$ cat config.mk
export PLATFORM = sky130hd
export DESIGN_NAME = qlt_trigger
export DESIGN_NICKNAME = d
export VERILOG_FILES = /design/src/rtl/qlt_pkg.sv /design/src/rtl/qlt_lut_bank.sv /design/src/rtl/qlt_edge.sv /design/src/rtl/qlt_gate.sv /design/src/rtl/qlt_trigger.sv
export SDC_FILE = /design/constraint.sdc
export NUM_CORES = 1
export LEC_CHECK = 0
export BUFFER_PORTS_ARGS = -buffer_cell sky130_fd_sc_hd__buf_2
export CAP_MARGIN = 20
export CORE_MARGIN = 2
export CORE_UTILIZATION = 40
export CTS_CLUSTER_DIAMETER = 60
export DETAILED_ROUTE_END_ITERATION = 8
export PLACE_DENSITY_LB_ADDON = 0.05
export SYNTH_ARGS = -nofsm -noshare
export SYNTH_HDL_FRONTEND = slang
export SYNTH_SLANG_ARGS = --single-unit
$ cat constraint.sdc
create_clock -name clk -period 8.3 [get_ports clk]
set_input_delay 2.49 -clock clk [delete_from_list [all_inputs] [get_ports clk]]
set_output_delay 2.49 -clock clk [all_outputs]
set_load 0.01 [all_outputs]
$ cat src/rtl/qlt_pkg.sv
package qlt_pkg;
    localparam int QW      = 4;
    localparam int NQUAD   = 4;
    localparam int NCH     = QW * NQUAD;
    localparam int NTERM   = 4;
    localparam int NENT    = 1 << QW;
    localparam int ROW_W   = NTERM * NQUAD;
    localparam int CW      = 16;
    localparam int PRE_W   = 6;
    localparam int TSEL_W  = $clog2(NTERM);

    localparam logic [3:0] A_ROW_LO   = 4'd0;
    localparam logic [3:0] A_ROW_HI   = 4'd1;
    localparam logic [3:0] A_COMMIT   = 4'd2;
    localparam logic [3:0] A_PRM0     = 4'd3;
    localparam logic [3:0] A_PRM1     = 4'd4;
    localparam logic [3:0] A_CMPB_LO  = 4'd5;
    localparam logic [3:0] A_CMPB_HI  = 4'd6;
    localparam logic [3:0] A_CMPA_LO  = 4'd7;
    localparam logic [3:0] A_CMPA_HI  = 4'd8;
    localparam logic [3:0] A_RISE_LO  = 4'd9;
    localparam logic [3:0] A_RISE_HI  = 4'd10;
    localparam logic [3:0] A_FALL_LO  = 4'd11;
    localparam logic [3:0] A_FALL_HI  = 4'd12;
    localparam logic [3:0] A_MODE     = 4'd13;
    localparam logic [3:0] COMMIT_KEY = 4'h3;

    typedef enum logic [1:0] {OP_A, OP_AND, OP_OR, OP_XOR} op_e;
    typedef enum logic [1:0] {GATE_NONE, GATE_COUNT, GATE_ABOVE, GATE_WINDOW} gate_e;
    typedef enum logic [1:0] {SRC_M, SRC_A, SRC_B, SRC_TICK} src_e;

    typedef struct packed {
        gate_e              gate;
        logic [PRE_W-1:0]   presc;
        src_e               src;
        op_e                op;
        logic [TSEL_W-1:0]  sel_a;
        logic [TSEL_W-1:0]  sel_b;
        logic [CW-1:0]      cmp_b;
        logic [CW-1:0]      cmp_a;
    } param_t;

    function automatic logic merge(op_e op, logic a, logic b);
        case (op)
            OP_AND:  return a & b;
            OP_OR:   return a | b;
            OP_XOR:  return a ^ b;
            default: return a;
        endcase
    endfunction
endpackage

$ cat src/rtl/qlt_lut_bank.sv
module qlt_lut_bank
    import qlt_pkg::*;
#(
    parameter int N_TERM = NTERM,
    parameter int N_GRP  = NQUAD,
    parameter int GW     = QW
) (
    input  logic                    clk,
    input  logic                    rst,
    input  logic                    commit,
    input  logic [GW-1:0]           row_idx,
    input  logic [N_TERM*N_GRP-1:0] row_bits,
    input  logic [N_GRP*GW-1:0]     sample,
    output logic [N_TERM-1:0]       term_hit
);
    localparam int N_ENT = 1 << GW;

    for (genvar t = 0; t < N_TERM; t++) begin : g_term
        logic [N_GRP-1:0] grp_hit;
        for (genvar q = 0; q < N_GRP; q++) begin : g_grp
            logic [N_ENT-1:0] tbl;
            always_ff @(posedge clk) begin
                if (rst)
                    tbl <= '1;
                else if (commit)
                    tbl[row_idx] <= row_bits[t*N_GRP+q];
            end
            assign grp_hit[q] = tbl[sample[q*GW +: GW]];
        end
        assign term_hit[t] = &grp_hit;
    end
endmodule

$ cat src/rtl/qlt_edge.sv
module qlt_edge #(
    parameter int W = 16
) (
    input  logic         clk,
    input  logic         rst,
    input  logic         valid,
    input  logic [W-1:0] sample,
    input  logic [W-1:0] rise_mask,
    input  logic [W-1:0] fall_mask,
    output logic         sel_none,
    output logic         sel_one,
    output logic         edge_hit
);
    logic [W-1:0] prev;
    logic         prev_ok;
    logic [W-1:0] sel;

    always_ff @(posedge clk) begin
        if (rst) begin
            prev    <= '0;
            prev_ok <= 1'b0;
        end else if (valid) begin
            prev    <= sample;
            prev_ok <= 1'b1;
        end
    end

    assign sel      = rise_mask | fall_mask;
    assign sel_none = (sel == '0);
    assign sel_one  = !sel_none && ((sel & (sel - 1'b1)) == '0);
    assign edge_hit = prev_ok &&
                      (|((rise_mask & ~prev & sample) | (fall_mask & prev & ~sample)));
endmodule

$ cat src/rtl/qlt_gate.sv
module qlt_gate
    import qlt_pkg::*;
#(
    parameter int N_TERM = NTERM,
    parameter int C_W    = CW
) (
    input  logic              clk,
    input  logic              rst,
    input  logic              rearm,
    input  logic              valid,
    input  param_t            prm,
    input  logic [N_TERM-1:0] term_hit,
    output logic              level_ok
);
    logic [PRE_W-1:0] pre;
    logic [C_W-1:0]   cnt;
    logic             a, b, m, tick, src_on;

    assign a    = term_hit[prm.sel_a];
    assign b    = term_hit[prm.sel_b];
    assign m    = merge(prm.op, a, b);
    assign tick = (pre == prm.presc);

    always_comb begin
        case (prm.src)
            SRC_A:    src_on = a;
            SRC_B:    src_on = b;
            SRC_TICK: src_on = tick;
            default:  src_on = m;
        endcase
    end

    always_ff @(posedge clk) begin
        if (rst || rearm) begin
            pre <= '0;
            cnt <= '0;
        end else if (valid) begin
            pre <= tick ? '0 : pre + 1'b1;
            if (src_on && cnt != '1)
                cnt <= cnt + 1'b1;
        end
    end

    always_comb begin
        case (prm.gate)
            GATE_COUNT:  level_ok = (cnt >= prm.cmp_a);
            GATE_ABOVE:  level_ok = m && (cnt >= prm.cmp_b);
            GATE_WINDOW: level_ok = m && (cnt >= prm.cmp_b) && (cnt <= prm.cmp_a);
            default:     level_ok = m;
        endcase
    end
endmodule

$ cat src/rtl/qlt_trigger.sv
module qlt_trigger
    import qlt_pkg::*;
(
    input  logic           clk,
    input  logic           rst,
    input  logic           cfg_we,
    input  logic [3:0]     cfg_addr,
    input  logic [7:0]     cfg_wdata,
    input  logic           smp_valid,
    input  logic [NCH-1:0] smp_data,
    input  logic           rearm,
    output logic           trig_pulse,
    output logic           triggered
);
    logic [ROW_W-1:0] row_stage;
    param_t           prm;
    logic [NCH-1:0]   rise_mask, fall_mask;
    logic             fast_mode;
    logic             commit;
    logic [NTERM-1:0] term_hit;
    logic             level_ok, sel_none, sel_one, edge_hit, cond;

    assign commit = cfg_we && (cfg_addr == A_COMMIT) && (cfg_wdata[7:4] == COMMIT_KEY);

    always_ff @(posedge clk) begin
        if (rst) begin
            row_stage <= '0;
            prm       <= '0;
            rise_mask <= '0;
            fall_mask <= '0;
            fast_mode <= 1'b0;
        end else if (cfg_we) begin
            case (cfg_addr)
                A_ROW_LO:  row_stage[7:0]  <= cfg_wdata;
                A_ROW_HI:  row_stage[15:8] <= cfg_wdata;
                A_PRM0: begin
                    prm.gate  <= gate_e'(cfg_wdata[7:6]);
                    prm.presc <= cfg_wdata[5:0];
                end
                A_PRM1: begin
                    prm.src   <= src_e'(cfg_wdata[7:6]);
                    prm.op    <= op_e'(cfg_wdata[5:4]);
                    prm.sel_a <= cfg_wdata[3:2];
                    prm.sel_b <= cfg_wdata[1:0];
                end
                A_CMPB_LO: prm.cmp_b[7:0]  <= cfg_wdata;
                A_CMPB_HI: prm.cmp_b[15:8] <= cfg_wdata;
                A_CMPA_LO: prm.cmp_a[7:0]  <= cfg_wdata;
                A_CMPA_HI: prm.cmp_a[15:8] <= cfg_wdata;
                A_RISE_LO: rise_mask[7:0]  <= cfg_wdata;
                A_RISE_HI: rise_mask[15:8] <= cfg_wdata;
                A_FALL_LO: fall_mask[7:0]  <= cfg_wdata;
                A_FALL_HI: fall_mask[15:8] <= cfg_wdata;
                A_MODE:    fast_mode       <= cfg_wdata[0];
                default: ;
            endcase
        end
    end

    qlt_lut_bank u_bank (
        .clk      (clk),
        .rst      (rst),
        .commit   (commit),
        .row_idx  (cfg_wdata[QW-1:0]),
        .row_bits (row_stage),
        .sample   (smp_data),
        .term_hit (term_hit)
    );

    qlt_gate u_gate (
        .clk      (clk),
        .rst      (rst),
        .rearm    (rearm),
        .valid    (smp_valid),
        .prm      (prm),
        .term_hit (term_hit),
        .level_ok (level_ok)
    );

    qlt_edge #(.W(NCH)) u_edge (
        .clk       (clk),
        .rst       (rst),
        .valid     (smp_valid),
        .sample    (smp_data),
        .rise_mask (rise_mask),
        .fall_mask (fall_mask),
        .sel_none  (sel_none),
        .sel_one   (sel_one),
        .edge_hit  (edge_hit)
    );

    assign cond = fast_mode ? (sel_one && edge_hit)
                            : (level_ok && (sel_none || (sel_one && edge_hit)));

    always_ff @(posedge clk) begin
        if (rst || rearm) begin
            trig_pulse <= 1'b0;
            triggered  <= 1'b0;
        end else begin
            trig_pulse <= smp_valid && cond && !triggered;
            if (smp_valid && cond)
                triggered <= 1'b1;
        end
    end
endmodule

==> results_dict.tcl, run 1 <==
set metrics [dict create \
    cts_setup_buffers 0 \
    clkLatencyLatePin_ns 0.60 \
    overflow 0 \
    cap_violations 0 \
    syn-cell-area_sq_um 18800 \
    seq_area_frac_synth_pct 42.0 \
    critPathMaxStageDelay_ns 0.66 \
    rows 79 \
    slowest_stage "mux4_1" \
    rsz0062_at_grt "no" \
    end_kind "register" \
    io_buffers 34 \
    dpl_worst_slack_ns 1.40 \
    cts_made_buffers 49 \
    clk_path_buf_depth 3 \
    final_max_slew_viol_count 0 \
    syn-num-nets 1917 \
    cp_max_fo 20 \
    met1_length_microns 24600 \
    ctsHoldBuffers 0 \
    cts_root_buf "clkbuf_16" \
    wl_per_cell_microns 21.4 \
    worstPathArrival_ns 6.89 \
    critPathKind "input port to register" \
    drtIter0Drc 920 \
    cp-startpoint "smp_data[12]" \
    r2r-start "u_bank.g_term[1].g_grp[3].tbl[3]" \
    wirelength_microns 51900 \
    synth-seq-cells 394 \
    path_common_cell "a21oi_1" \
    ys_types 68 \
    start_kind "input port" \
    synth_ff_type "dfxtp_1" \
    final_util_pct 44.5 \
    io_pins 35 \
    wl_met3_microns 2120 \
    reg2reg_slack_ns 4.17 \
    period_needed_ns 6.38 \
    clkTransAtPathRegs_ns 0.06 \
    initial_utilization_pct 40.4 \
    num-fill-cells 4449 \
    cp.depth 15 \
    ys.warnings.count 0 \
    grt_pass1_vias 12721 \
    coreArea_sq_um 46500 \
    place_congestion 0.790 \
    antennaDiodeCount 0 \
    outcome "finished, final reports clean" \
    postRouteAntennaNets 0 \
    top_layer "met4" \
    crit_required_ns 8.81 \
    endpoint "u_gate.cnt[14]" \
    die_h_microns 221 \
    grt_pass1_wl_microns 78600 \
    die_area_sq_um 48700 \
    place_area_sq_um 19100 \
    holdCritPathClass "register to register" \
    area_growth_pct 10.1 \
    antenna_found_initial 0 \
    postSynthAreaPerCell_sq_um 10.2 \
    route.met2.wl_microns 24100 \
    fin_crit_sh_pct 76.9 \
    rr_worst_depth 14 \
    crit_family "simple AND/OR/NAND/NOR gates" \
    rr_endpoint "u_gate.cnt[14]" \
    crit_chain "buf_2 > mux4_1 > a22oi_1 > nand3_1 > nand4_2 > nor3b_2 > nor3_1 > inv_1 > ha_1 > mux2i_1 > a21oi_1 > o31ai_1 > or3_4 > or4_1 > a21oi_1" \
    grtUsageTotal_pct 21.3 \
    drcViolationCount 0 \
    die-width_microns 221 \
    first_pass_iters 5 \
    synth-async-reset-ratio_pct 0 \
    drive_gt1_share_pct 10.7 \
    final_nets 1850 \
    p_per_area_nw_per_um2 208 \
    vias 13633 \
    hold_viol 0 \
    cts_tree "built" \
    syn_inst 1848 \
    ir_drop_mv 0.152 \
    synth_edf_count 0 \
    fin_tns_setup_ns 0 \
    timing.final.ws_setup_ns 1.92 \
    p_leak_uw 0.00700 \
    fmax_mhz 157 \
    place_hpwl_microns 31900 \
    relSlewSlack_pct 26.7 \
    worst_pin_slew_ns 1.10 \
    grt_max_degree 153 \
    htree_levels 2 \
    crit_buf_inv 2 \
    cts.sinks 394 \
    finClkSkew_ns 0.0177 \
    routed_via_density 5.63 \
    setup_viol 0 \
    cts-resized-gates 0 \
    final_cell_area_sq_um 20700 \
]
## layer usage
| metal | vias to the layer above | GRT usage (%) |
|---|---|---|
| met5 | - | 0 |
| met4 | 0 | 5.82 |
| met3 | 57 | 3.38 |
| met2 | 253 | 34.9 |
| met1 | 6778 | 29.0 |
| li1 | 6545 | - |
## how the worst min path moves through the flow
stage / from / to / slack [ns] / depth (start not counted)
after detailed placement: u_edge.prev_ok / u_edge.prev_ok / 0.46 / 2
after CTS: triggered / trig_pulse / 0.47 / 1
after global routing: u_edge.prev_ok / u_edge.prev_ok / 0.50 / 2
final: u_edge.prev_ok / u_edge.prev_ok / 0.48 / 2
after global placement: u_edge.prev_ok / u_edge.prev_ok / 0.45 / 2
after floorplan: u_edge.prev_ok / u_edge.prev_ok / 0.43 / 2
## per-stage QoR
| step | cells | hold slack [ns] | power [uW] |
|---|---|---|---|
| 6_report | 2422 | 0.476 | 4290 |
| 5_1_grt | 2422 | 0.501 | 4440 |
| 4_1_cts | 2422 | 0.475 | 4360 |
| 3_5_place_dp | 2337 | 0.461 | 2160 |
| 3_3_place_gp | 2334 | 0.452 | 2160 |
| 2_1_floorplan | 1848 | 0.435 | 2110 |
## state kept, by name, indices dropped and copies added (netlist names)
| register | flops |
|---|---|
| fast_mode | 1 |
| triggered | 1 |
| fall_mask | 16 |
| rise_mask | 16 |
| trig_pulse | 1 |
| u_edge.prev_ok | 1 |
| u_gate.cnt | 16 |
| u_bank.g_term.g_grp.tbl | 256 |
| u_edge.prev | 16 |
| prm | 48 |
| u_gate.pre | 6 |
| row_stage | 16 |
## cell usage in the layout (no fill, tap or decap), drive strengths merged, types with 19 or more instances in the layout
cell	n
mux2i	116
o21ai	19
nor2	168
ha	36
a211o	256
buf	56
inv	39
nor2b	263
dfxtp	394
clkbuf	69
nand3b	23
mux4	64
nand3	42
nand2	67
## synthesized netlist by cell type, types with 15 or more instances
cell | count | share of area, %
dfxtp_1 | 394 | 42
nor2b_1 | 263 | 8.8
a211o_1 | 256 | 12
nor2_1 | 168 | 3.4
mux2i_1 | 116 | 6.2
clkbuf_1 | 115 | 2.3
nand2_1 | 67 | 1.3
mux4_1 | 41 | 5.7
nand3_1 | 41 | 1.1
ha_1 | 36 | 2.4
inv_1 | 36 | 0.72
buf_1 | 28 | 0.56
nand3b_1 | 23 | 0.92
mux4_2 | 22 | 2.6
o21ai_0 | 19 | 0.51
a22oi_1 | 16 | 0.64
a21oi_1 | 15 | 0.40
## report_power, final
| part | internal [uW] | total [uW] | switching [uW] |
|---|---|---|---|
| clock network | 1330 | 2170 | 843 |
| logic | 63.4 | 204 | 141 |
| registers | 1900 | 1920 | 14.1 |
## worst reg2reg max path: stages (launching register included)
cell and delay (ns):
dfxtp_1 0.30, mux4_1 0.52, a22oi_1 0.33, nand3_1 0.19, nand4_2 0.15, nor3b_2 0.06, nor3_1 0.47, inv_1 0.11
ha_1 0.29, mux2i_1 0.06, a21oi_1 0.24, o31ai_1 0.14, or3_4 0.54, or4_1 0.50, a21oi_1 0.15
## cells by family (layout without fill, tap and decap cells)
group,Yosys count,after routing,synth area share (%)
AOI/OAI and AO/OA,360,360,15.8
xor gates and xnor gates,10,10,0.466
adders and majority gates,38,38,2.51
buffers and inverters,210,177,5.54
DFF,394,394,42.0
muxes,180,180,14.7
and+or+nand+nor,656,656,18.9
## cell type report
cell class | count | area, sq um | share of cell area (%)
Clock buffer | 69 | 1400 | 6.79
Tap cell | 607 | 759 | 3.67
Multi-Input combinational cell | 1244 | 9900 | 47.9
Clock inverter | 16 | 225 | 1.09
Inverter | 36 | 135 | 0.653
Sequential cell | 394 | 7890 | 38.1
Timing Repair Buffer | 56 | 369 | 1.78
No activity file was read; power rests on OpenSTA's default activity.
==> inputs of run 2 (changes only) <==
- clock period: 8.3 -> 6.3 ns (I/O delays scaled with it)
==> results_dict.tcl, run 2 (same netlist as run 1, synthesis figures left out) <==
set metrics [dict create \
    routed_via_density 5.59 \
    clk_path_buf_depth 3 \
    grtUsageTotal_pct 21.7 \
    io_pins 35 \
    outcome "finished, final reports clean" \
    reg_top3 "u_bank.g_term.g_grp.tbl x256, prm x48" \
    grt_pass1_vias 13195 \
    cts.sinks 394 \
    rows 79 \
    clkTransAtPathRegs_ns 0.06 \
    cap_violations 0 \
    largest_reg_flops 256 \
    htree_levels 2 \
    place_hpwl_microns 33000 \
    cp_max_fo 20 \
    holdCritPathClass "register to register" \
    cts_made_buffers 49 \
    pwr-share-comb_pct 4.8 \
    first_pass_iters 6 \
    num-fill-cells 4419 \
    rsz0062_at_grt "no" \
    postRouteAntennaNets 0 \
    critPathKind "input port to register" \
    setup_viol 0 \
    final_cell_mix "dfxtp_1, nor2b_1, a211o_1, nor2_1, mux2i_1" \
    p_switching_uw 1320 \
    start_kind "input port" \
    ir_drop_mv 0.197 \
    drcViolationCount 0 \
    die-width_microns 221 \
    final_common_cell "dfxtp_1" \
    hold_viol 0 \
    grt_max_degree 162 \
    p_leak_uw 0.00713 \
    die_area_sq_um 48700 \
    final_max_slew_viol_count 0 \
    coreArea_sq_um 46500 \
    wirelength_microns 52400 \
    place_congestion 0.812 \
    worstPathArrival_ns 5.90 \
    clkLatencyLatePin_ns 0.58 \
    cts_tree "built" \
    io_buffers 34 \
    cp-startpoint "smp_data[8]" \
    largest_register "u_bank.g_term.g_grp.tbl" \
    cts_root_buf "clkbuf_16" \
    area_growth_pct 11.5 \
    antenna_found_initial 0 \
    fin_crit_sh_pct 85.5 \
    fin_tns_setup_ns 0 \
    swShare_pct 22.6 \
    internal_power_uw 4520 \
    ctsHoldBuffers 0 \
    crit_required_ns 6.82 \
    power.share.sequential_pct 43.3 \
    antennaDiodeCount 0 \
    period_needed_ns 5.38 \
    overflow 0 \
    final_nets 1863 \
    hp-start "u_edge.prev_ok" \
    initial_utilization_pct 40.4 \
    drive_gt1_share_pct 11.6 \
    cts-resized-gates 0 \
    grt_pass1_wl_microns 80500 \
    wl_per_cell_microns 21.5 \
    finClkSkew_ns 0.0196 \
    drtIter0Drc 813 \
    final_util_pct 45.1 \
    relSlewSlack_pct 28.9 \
    p_per_area_nw_per_um2 279 \
    end_kind "register" \
    r2r-start "u_bank.g_term[0].g_grp[2].tbl[1]" \
    vias 13632 \
    clockPowerShare_pct 51.9 \
    die_h_microns 221 \
    fmax_mhz 186 \
    cts_setup_buffers 0 \
    power.total_uw 5840 \
    worst_pin_slew_ns 1.06 \
]
[run 2: cell types whose count changed in the layout (fill, tap and decap cells not counted), moves of 2 or more]
cell and change:
clkbuf_1 -4, inv_6 -2, clkbuf_16 -2, nor2_4 +3, bufinv_16 +4, buf_12 +2
buf_4 +11, clkbuf_8 +5, nor2_2 -3, clkinvlp_4 -2
[run 2: cell type report]
type | instances | area, sq um | area share, %
Multi-Input combinational cell | 1244 | 9910 | 47.4
Sequential cell | 394 | 7890 | 37.7
Clock buffer | 68 | 1410 | 6.72
Tap cell | 607 | 759 | 3.63
Timing Repair Buffer | 69 | 492 | 2.35
Clock inverter | 19 | 338 | 1.61
Inverter | 36 | 135 | 0.646
[run 2: power by group through the flow]
stage	Clock (uW)	Combinational (uW)	Sequential (uW)
after CTS	3120	283	2530
after floorplan	0	204	2570
after global placement	0	280	2580
after detailed placement	0	282	2580
final	3030	280	2530
after global routing	3220	303	2530
[run 2: path summary, 6_finish.rpt]
check	endpoint	depth (start not counted)	slack, ns
min	u_edge.prev_ok	2	0.48
max	u_gate.cnt[10]	17	0.92
max reg2reg	u_gate.cnt[10]	14	2.33
min reg2reg	u_edge.prev_ok	2	0.48
[run 2: per-stage QoR]
step	cells	setup WS [ns]	cell area (sq um)	hold WS [ns]
CTS	2435	0.924	20900	0.481
floorplan	1848	1.06	18800	0.435
finish	2437	0.917	20900	0.477
global route	2437	0.568	20900	0.516
global placement	2347	0.366	19200	0.465
detailed placement	2348	0.315	19200	0.470
[run 2: routing by layer]
layer / GRT usage, % / vias to the layer above / wire length (microns)
met5: 0 / - / 0
met4: 6.33 / 0 / 1140
met3: 3.04 / 68 / 1990
met2: 35.9 / 268 / 24300
met1: 29.5 / 6723 / 25000
li1: - / 6573 / -
[run 2: worst max-delay path: stages]
cell and delay, ns:
buf_2 0.23, buf_4 0.22, buf_4 0.20, mux4_1 0.58, nand2_1 0.09, nand3_1 0.15
nand4_1 0.19, nor3b_1 0.08, nor4_2 0.29, inv_1 0.08, ha_1 0.28, mux2i_1 0.07
a21oi_1 0.23, o31ai_1 0.14, or3_4 0.54, or4_1 0.50, a21oi_1 0.14
==> inputs of run 3 (changes only) <==
- RECOVER_POWER: not set -> 100
==> results_dict.tcl, run 3 (same netlist as run 1, synthesis figures left out) <==
set metrics [dict create \
    critPathKind "input port to register" \
    crit_required_ns 6.76 \
    regArea_sq_um 7890 \
    finClkSkew_ns 0.0183 \
    crit_chain "clkbuf_1 > nand3_1 > nor4_1 > nand3b_1 > nor2_1 > clkbuf_1 > nor2b_1 > a211o_1" \
    routed_via_density 5.59 \
    holdCritPathClass "register to register" \
    place_congestion 0.812 \
    relSlewSlack_pct -101 \
    ir_drop_mv 0.197 \
    wirelength_microns 52500 \
    hold_viol 0 \
    die_h_microns 221 \
    end_kind "register" \
    final_cell_mix "dfxtp_1, nor2b_1, a211o_1, nor2_1, mux2i_1" \
    grt_pass1_vias 13195 \
    cap_violations 7 \
    vias 13614 \
    largest_reg_flops 256 \
    final_max_slew_viol_count 505 \
    postRouteAntennaNets 0 \
    multi_input_area_sq_um 9880 \
    rows 79 \
    cts_made_buffers 49 \
    coreArea_sq_um 46500 \
    cts-resized-gates 0 \
    cts_setup_buffers 0 \
    antenna_found_initial 0 \
    grt_pass1_wl_microns 80500 \
    clkTransAtPathRegs_ns 0.06 \
    initial_utilization_pct 40.4 \
    rr_worst_depth 14 \
    drcViolationCount 0 \
    failed_checks "max-capacitance violations, max-slew violations" \
    rsz0062_at_grt "no" \
    fin_crit_sh_pct 89.9 \
    p_per_area_nw_per_um2 280 \
    overflow 0 \
    slowest_stage "clkbuf_1" \
    hold_depth 2 \
    route.met2.wl_microns 24400 \
    fmax_mhz 177 \
    place_hpwl_microns 33000 \
    met1_length_microns 24900 \
    setup_viol 0 \
    cts.sinks 394 \
    final_nets 1863 \
    grt_max_degree 162 \
    io_pins 35 \
    start_kind "input port" \
    clkLatencyLatePin_ns 0.58 \
    final_util_pct 44.9 \
    area_growth_pct 11.1 \
    cts_root_buf "clkbuf_16" \
    clk_path_buf_depth 3 \
    worstPathArrival_ns 6.12 \
    ctsHoldBuffers 0 \
    wl_met3_microns 2010 \
    path_common_cell "clkbuf_1" \
    htree_levels 2 \
    period_needed_ns 5.66 \
    p_leak_uw 0.00709 \
    num-fill-cells 4431 \
    fin_tns_setup_ns 0 \
    drive_gt1_share_pct 10.9 \
    die_area_sq_um 48700 \
    grtUsageTotal_pct 21.7 \
    first_pass_iters 5 \
    drtIter0Drc 882 \
    die-width_microns 221 \
    cts_tree "built" \
    wl_per_cell_microns 21.5 \
    critPathMaxStageDelay_ns 1.09 \
    cp_max_fo 24 \
    largest_register "u_bank.g_term.g_grp.tbl" \
    worst_pin_slew_ns 3.01 \
    antennaDiodeCount 0 \
    final_common_cell "dfxtp_1" \
    top_layer "met4" \
    io_buffers 34 \
    reg_top3 "u_bank.g_term.g_grp.tbl x256, prm x48" \
    outcome "complete, but fails checks" \
]
## run 3: final cells by class
class	count	share of cell area [%]
Clock buffer	68	6.75
Clock inverter	19	1.62
Inverter	36	0.648
Multi-Input combinational cell	1244	47.4
Sequential cell	394	37.8
Tap cell	607	3.64
Timing Repair Buffer	69	2.14
## run 3: critical path: cells and delay by family
| family | cells | cell delay (ns) |
|---|---|---|
| buffers and inverters | 2 | 1.97 |
| AND/OR/NAND/NOR | 5 | 1.94 |
| AO/OA/AOI/OAI | 1 | 0.31 |
## run 3: path summary, 6_finish.rpt
path / start / end / slack (ns)
worst max-delay path: cfg_wdata[4] / u_bank.g_term[3].g_grp[1].tbl[10] / 0.64
worst min-delay path: u_edge.prev_ok / u_edge.prev_ok / 0.48
worst min register to register: u_edge.prev_ok / u_edge.prev_ok / 0.48
worst max register to register: u_bank.g_term[0].g_grp[2].tbl[1] / u_gate.cnt[10] / 2.24
## run 3: per-layer routing
layer	vias to the layer above	global-route usage [%]
li1	6568	-
met5	-	0
met1	6726	29.5
met4	0	6.33
met3	70	3.04
met2	250	35.9
## run 3: where the power goes
group	internal [uW]	switching, uW	total, uW
combinational	88.0	189	277
sequential	2510	18.8	2530
clock	1920	1110	3030
total	4520	1310	5830
## run 3: through the flow
step / cells / setup slack, ns / total power, uW / instance area, sq um / hold slack (ns)
final: 2437 / 0.636 / 5830 / 20900 / 0.477
after CTS: 2435 / 0.924 / 5930 / 20900 / 0.481
after global placement: 2347 / 0.366 / 2860 / 19200 / 0.465
after detailed placement: 2348 / 0.315 / 2860 / 19200 / 0.470
after floorplan: 1848 / 1.06 / 2770 / 18800 / 0.435
after global routing: 2437 / 0.311 / 6050 / 20900 / 0.516
